File: src/rtl/cap_pkg.sv
package cap_pkg;
  localparam int ADDR_W = 8;
  localparam int DATA_W = 8;

  localparam logic [ADDR_W-1:0] A_VER     = 8'h00;
  localparam logic [ADDR_W-1:0] A_CTRL    = 8'h01;
  localparam logic [ADDR_W-1:0] A_MASK_LO = 8'h02;
  localparam logic [ADDR_W-1:0] A_DIV     = 8'h04;
  localparam logic [ADDR_W-1:0] A_CLKSEL  = 8'h0A;

  localparam int CB_RUN   = 0;
  localparam int CB_PULSE = 1;
  localparam int CB_IDLE  = 3;
  localparam int CB_OVF   = 5;
  localparam int CB_ARM   = 6;

  // control/status readback byte
  function automatic logic [DATA_W-1:0] ctrl_status(input logic arm, input logic ovf,
                                                    input logic run);
    logic [DATA_W-1:0] v;
    v = '0;
    v[CB_ARM]  = arm;
    v[CB_OVF]  = ovf;
    v[CB_IDLE] = ~run;
    v[CB_RUN]  = run;
    return v;
  endfunction

  function automatic logic version_ok(input logic [DATA_W-1:0] v);
    return (v == 8'h10) || (v == 8'h40) || (v == 8'h41);
  endfunction
endpackage

File: src/rtl/cap_regs.sv
module cap_regs
  import cap_pkg::*;
#(
  parameter logic [7:0] VERSION = 8'h41,
  parameter int         CH      = 16,
  parameter int         DIV_W   = 8
) (
  input  logic              clk,
  input  logic              rst_n,
  input  logic              wr_en,
  input  logic [ADDR_W-1:0] addr,
  input  logic [DATA_W-1:0] wdata,
  input  logic              ovf_i,
  output logic              run_o,
  output logic              pulse_o,
  output logic [DIV_W-1:0]  div_o,
  output logic [CH-1:0]     mask_o,
  output logic              clksel_o,
  output logic [DATA_W-1:0] rdata
);
  localparam int MB = CH / 8;

  logic              arm_q, run_q;
  logic [DIV_W-1:0]  div_q;
  logic [DATA_W-1:0] clksel_q;
  logic              wr_ctrl;

  assign wr_ctrl = wr_en && (addr == A_CTRL);
  assign pulse_o = wr_ctrl && wdata[CB_PULSE];

  initial begin
    p_version_ok_r1: assert (version_ok(VERSION));
  end

  always_ff @(posedge clk) begin
    if (!rst_n) begin
      arm_q    <= 1'b0;
      run_q    <= 1'b0;
      div_q    <= '0;
      clksel_q <= '0;
    end else if (wr_en) begin
      if (wr_ctrl) begin
        arm_q <= wdata[CB_ARM];
        run_q <= wdata[CB_RUN];
      end
      if (addr == A_DIV)    div_q    <= wdata[DIV_W-1:0];
      if (addr == A_CLKSEL) clksel_q <= wdata;
    end
  end

  for (genvar g = 0; g < MB; g++) begin : g_mask
    logic [7:0] byte_q;
    always_ff @(posedge clk) begin
      if (!rst_n) byte_q <= '0;
      else if (wr_en && (addr == A_MASK_LO + ADDR_W'(g))) byte_q <= wdata;
    end
    assign mask_o[g*8 +: 8] = byte_q;
  end

  assign run_o    = run_q;
  assign div_o    = div_q;
  assign clksel_o = clksel_q[0];

  always_comb begin
    rdata = '0;
    if (addr == A_VER)    rdata = VERSION;
    if (addr == A_CTRL)   rdata = ctrl_status(arm_q, ovf_i, run_q);
    if (addr == A_DIV)    rdata = DATA_W'(div_q);
    if (addr == A_CLKSEL) rdata = clksel_q;
    for (int k = 0; k < MB; k++)
      if (addr == A_MASK_LO + ADDR_W'(k)) rdata = mask_o[k*8 +: 8];
  end

  p_ctrl_store_r6: assert property (@(posedge clk) disable iff (!rst_n)
    wr_ctrl |=> (arm_q == $past(wdata[CB_ARM])) && (run_q == $past(wdata[CB_RUN])));
endmodule

File: src/rtl/cap_div.sv
module cap_div #(
  parameter int DIV_W = 8
) (
  input  logic             clk,
  input  logic             rst_n,
  input  logic             tick_slow,
  input  logic             tick_fast,
  input  logic             sel_i,
  input  logic             run_i,
  input  logic             clr_i,
  input  logic [DIV_W-1:0] div_i,
  output logic             stb_o
);
  logic [DIV_W-1:0] cnt;
  logic             tick;
  logic             at_end;

  assign tick   = sel_i ? tick_fast : tick_slow;
  assign at_end = (cnt == div_i);
  assign stb_o  = run_i && tick && at_end;

  always_ff @(posedge clk) begin
    if (!rst_n || !run_i || clr_i) cnt <= '0;
    else if (tick) cnt <= at_end ? '0 : cnt + 1'b1;
  end

  p_cnt_wrap_r3: assert property (@(posedge clk) disable iff (!rst_n)
    stb_o |=> (cnt == '0));
  p_cnt_idle_r10: assert property (@(posedge clk) disable iff (!rst_n)
    !run_i |=> (cnt == '0));
endmodule

File: src/rtl/cap_gate.sv
module cap_gate #(
  parameter int CH = 16
) (
  input  logic          clk,
  input  logic          rst_n,
  input  logic          stb_i,
  input  logic          clr_i,
  input  logic          fifo_full,
  input  logic [CH-1:0] chan_in,
  input  logic [CH-1:0] mask_i,
  output logic          stb_o,
  output logic [CH-1:0] data_o,
  output logic          ovf_o
);
  logic          stb_q, ovf_q;
  logic [CH-1:0] data_q;

  always_ff @(posedge clk) begin
    if (!rst_n) begin
      stb_q  <= 1'b0;
      data_q <= '0;
      ovf_q  <= 1'b0;
    end else begin
      stb_q <= stb_i;
      if (stb_i) data_q <= chan_in & mask_i;
      if (clr_i) ovf_q <= 1'b0;
      else if (stb_i && fifo_full) ovf_q <= 1'b1;
    end
  end

  assign stb_o  = stb_q;
  assign data_o = data_q;
  assign ovf_o  = ovf_q;

  p_ovf_sticky_r8: assert property (@(posedge clk) disable iff (!rst_n)
    ovf_q && !clr_i |=> ovf_q);
  p_ovf_set_r8: assert property (@(posedge clk) disable iff (!rst_n)
    stb_i && fifo_full && !clr_i |=> ovf_q);
  p_data_hold_r10: assert property (@(posedge clk) disable iff (!rst_n)
    !stb_i |=> $stable(data_q));
endmodule

File: src/rtl/capture_ctrl.sv
module capture_ctrl
  import cap_pkg::*;
#(
  parameter logic [7:0] VERSION = 8'h41,
  parameter int         CH      = 16,
  parameter int         DIV_W   = 8
) (
  input  logic              clk,
  input  logic              rst_n,
  input  logic              wr_en,
  input  logic [ADDR_W-1:0] addr,
  input  logic [DATA_W-1:0] wdata,
  output logic [DATA_W-1:0] rdata,
  input  logic              tick_slow,
  input  logic              tick_fast,
  input  logic              fifo_full,
  input  logic [CH-1:0]     chan_in,
  output logic              sample_stb,
  output logic [CH-1:0]     sample_data,
  output logic              running,
  output logic              idle
);
  logic             run_w, pulse_w, clksel_w, stb_w, ovf_w;
  logic [DIV_W-1:0] div_w;
  logic [CH-1:0]    mask_w;

  cap_regs #(.VERSION(VERSION), .CH(CH), .DIV_W(DIV_W)) u_regs (
    .clk, .rst_n, .wr_en, .addr, .wdata,
    .ovf_i(ovf_w), .run_o(run_w), .pulse_o(pulse_w), .div_o(div_w),
    .mask_o(mask_w), .clksel_o(clksel_w), .rdata
  );

  cap_div #(.DIV_W(DIV_W)) u_div (
    .clk, .rst_n, .tick_slow, .tick_fast,
    .sel_i(clksel_w), .run_i(run_w), .clr_i(pulse_w), .div_i(div_w), .stb_o(stb_w)
  );

  cap_gate #(.CH(CH)) u_gate (
    .clk, .rst_n, .stb_i(stb_w), .clr_i(pulse_w), .fifo_full, .chan_in,
    .mask_i(mask_w), .stb_o(sample_stb), .data_o(sample_data), .ovf_o(ovf_w)
  );

  assign running = run_w;
  assign idle    = ~run_w;

  p_stb_needs_run_r7: assert property (@(posedge clk) disable iff (!rst_n)
    sample_stb |-> $past(running));
endmodule

File: config.mk
export PLATFORM = sky130hd
export DESIGN_NAME = capture_ctrl
export DESIGN_NICKNAME = d
export VERILOG_FILES = /design/src/rtl/cap_pkg.sv /design/src/rtl/cap_regs.sv /design/src/rtl/cap_div.sv /design/src/rtl/cap_gate.sv /design/src/rtl/capture_ctrl.sv
export SDC_FILE = /design/constraint.sdc
export NUM_CORES = 1
export LEC_CHECK = 0
export ABC_AREA = 1
export BUFFER_PORTS_ARGS = -buffer_cell sky130_fd_sc_hd__buf_4
export CAP_MARGIN = 20
export CORE_MARGIN = 2
export CORE_UTILIZATION = 59
export CTS_CLUSTER_DIAMETER = 100
export DETAILED_ROUTE_END_ITERATION = 6
export GPL_TIMING_DRIVEN = 0
export PLACE_DENSITY = 0.92
export SLEW_MARGIN = 30
export SYNTH_ARGS = -nofsm -noshare
export SYNTH_HDL_FRONTEND = slang
export SYNTH_HIERARCHICAL = 1
export SYNTH_SLANG_ARGS = --single-unit
File: constraint.sdc
create_clock -name clk -period 4.43 [get_ports clk]
set_input_delay 0.443 -clock clk [delete_from_list [all_inputs] [get_ports clk]]
set_output_delay 0.443 -clock clk [all_outputs]
set_load 0.05 [all_outputs]
==> impl_metrics.json <==
{
  "fin_tns_setup_ns": 0,
  "syn-num-nets": 495,
  "antenna_found_initial": 0,
  "syn_inst": 456,
  "cp.arrival_ns": 1.76,
  "boundaryPins": 65,
  "utilization_pct": 76.2,
  "htree_levels": 3,
  "power_per_cell_area_nw_per_um2": 290,
  "cts-buffers-inserted": 9,
  "route.vias.total": 3258,
  "clock-sinks": 60,
  "multi_input_area_um2": 1570,
  "clock_latency_ns": 0.35,
  "ctsHoldBuffers": 0,
  "slew_violations": 0,
  "peakVddDrop_v": 0.000305,
  "slew_headroom_pct": 65.1,
  "cp_max_fo": 10,
  "finalCritPeriodShare_pct": 49.7,
  "gp_congestion": 0.917,
  "fin_cells": 606,
  "min_path_type": "in -> reg",
  "area_growth_syn_to_layout_pct": 24.7,
  "status": "completed",
  "grt_overflow": 0,
  "start_util_pct": 61.1,
  "worst_pin_slew_ns": 0.523,
  "vias_per_cell": 5.38,
  "cts_tree": "yes",
  "hold_viol": 0,
  "post_cts_buffers": 0,
  "critPathSlowestCell": "buf_4",
  "slowest_delay_ns": 0.21,
  "dp.cells": 590,
  "io_buffers": 64,
  "final_nets": 570,
  "row_count": 26,
  "cts_root_buf": "clkbuf_8",
  "grt_setup_unrepaired": "false",
  "drt-initial-drc-count": 316,
  "routed_wl_um": 8330,
  "syn-cell-area_um2": 3120,
  "final_antenna_net_count": 0,
  "path_clk_slew_ns": 0.06,
  "ys_warn_count": 6,
  "finClkSkew_ns": 0.00743,
  "synth-seq-cells": 60,
  "cp-start-kind": "input pin",
  "fill_cells": 403,
  "dp_hpwl_um": 6020,
  "grt_pass1_vias": 3066,
  "design.die.area_um2": 5890,
  "power_uw": 1130,
  "design.core.area_um2": 5110,
  "worstSetupPathType": "in -> out",
  "yosysUniqueCellTypes": 30,
  "min_period_ns": 2.20,
  "max_freq_mhz": 454,
  "drtPass1Iterations": 6,
  "track_usage_pct": 29.3,
  "grt_pass1_wl_um": 13800,
  "path_cells": "buf_4 -> inv_1 -> nand2_2 -> nor2_8 -> nand2_4 -> nor2_4 -> buf_6 -> nand2_1 -> nand4_1 -> buf_4",
  "grt_max_degree": 11,
  "seq_area_um2": 1200,
  "drt-wirelength-per-cell_um": 13.8,
  "die_x_um": 76.7,
  "ys_seq_area_share_pct": 38.5,
  "clk_path_buf_depth": 2,
  "drc": 0,
  "setup_viol": 0,
  "cp_common_cell": "buf_4",
  "hold_slack_ns": 0.350,
  "avgSynthCellArea_um2": 6.85,
  "critPathRequiredTime_ns": 3.99,
  "die_height_um": 76.7,
  "cap_violations": 0,
  "p_leak_uw": 0.00191,
  "postCtsResizedCells": 0,
  "antennaDiodeCount": 0,
  "worstSetupEndpointType": "primary output",
  "drive_above_1_share_pct": 24.3
}
==> path summary, 6_finish.rpt <==
kind	from	to	slack, ns	cells after the start
max	addr[6]	rdata[0]	2.23	10
min	fifo_full	u_gate/ovf_o	0.35	3
max reg2reg	u_regs/clksel_q[0]	u_gate/data_o[6]	2.50	9
min reg2reg	u_gate/ovf_o	u_gate/ovf_o	0.45	2
==> layout make-up <==
cell class	instances	area share, %
Buffer	15	3.21
Clock buffer	12	3.99
Clock inverter	4	1.22
Inverter	59	5.82
Multi-Input combinational cell	322	40.3
Sequential cell	60	30.9
Tap cell	70	2.25
Timing Repair Buffer	64	12.3
==> metrics by stage <==
stage,worst slack [ns],cell area (µm²)
2_1_floorplan,2.42,3120
3_3_place_gp,2.29,3690
3_5_place_dp,2.28,3690
5_1_grt,2.15,3890
4_1_cts,2.27,3890
6_report,2.23,3890
==> critical path: cells and delay by family <==
family | cells | cell delay (ns)
AND/OR/NAND/NOR | 6 | 0.73
buffers and inverters | 4 | 0.58
==> routing by layer <==
metal  global-route usage (%)  up-vias  share of wire [%]
met2                     47.7      184                 47
met5                        0        -                  0
li1                         -     1571                  -
met3                     6.71       23                8.9
met1                     37.4     1480                 42
met4                     12.4        0                2.3
==> synth_stat cells <==
| library cell | n | share of area (%) |
|---|---|---|
| nand3_1 | 43 | 6.9 |
| o21ai_4 | 1 | 0.52 |
| inv_6 | 1 | 0.28 |
| nor2_4 | 4 | 1.4 |
| clkbuf_1 | 3 | 0.36 |
| o21ai_0 | 10 | 1.6 |
| inv_2 | 10 | 1.2 |
| dfxtp_1 | 60 | 38 |
| nand3b_1 | 6 | 1.4 |
| a21oi_2 | 1 | 0.28 |
| nor2_8 | 1 | 0.64 |
| o21bai_1 | 2 | 0.48 |
| nor2_2 | 4 | 0.80 |
| buf_2 | 3 | 0.48 |
| nor4_1 | 1 | 0.20 |
| nand3_2 | 4 | 1.3 |
| nand4_1 | 9 | 1.8 |
| nand4_2 | 1 | 0.40 |
| nor2_1 | 50 | 6.0 |
| inv_1 | 48 | 5.8 |
| nand2_2 | 9 | 1.8 |
| buf_4 | 3 | 0.72 |
| buf_6 | 5 | 1.8 |
| ha_1 | 1 | 0.40 |
| nand2_1 | 137 | 16 |
| xor2_1 | 6 | 1.7 |
| a21oi_1 | 26 | 4.2 |
| buf_12 | 1 | 0.64 |
| nand2_4 | 3 | 1.1 |
| xnor2_1 | 3 | 0.84 |
==> report_power, final <==
part           total (µW)  switching, µW  internal, µW
clock                 510            222           289
combinational        76.8           43.8          33.0
sequential            540          0.514           540
==> cell usage in the layout, fill, tap and decap left out, types with 2 or more instances in the layout <==
cell type  count
a21oi_1       26
buf_2          3
buf_4         67
buf_6          5
clkbuf_1       4
clkbuf_8      11
clkinv_2       2
dfxtp_1       60
inv_1         48
inv_2         10
nand2_1      137
nand2_2        9
nand2_4        3
nand3_1       43
nand3_2        4
nand3b_1       6
nand4_1        9
nor2_1        50
nor2_2         4
nor2_4         4
o21ai_0       10
o21bai_1       2
xnor2_1        3
xor2_1         6
==> state kept, by name, indices dropped and copies added, names as in the netlist <==
name                  cells
u_regs/div_o              8
u_gate/ovf_o              1
u_regs/clksel_q           8
u_regs/g_mask.byte_q     16
u_regs/run_o              1
u_gate/stb_o              1
u_div/cnt                 8
u_regs/arm_q              1
u_gate/data_o            16
==> kinds of logic after synthesis <==
kind of cell / count (synthesis) / share of synthesized area (%)
AOI/OAI and AO/OA: 40 / 7.05
xor gates and xnor gates: 9 / 2.53
adders and majority gates: 1 / 0.401
buffers and inverters: 74 / 11.3
DFF: 60 / 38.5
and+or+nand+nor: 272 / 40.3
Note: power is estimated with default switching activity, not from simulation.
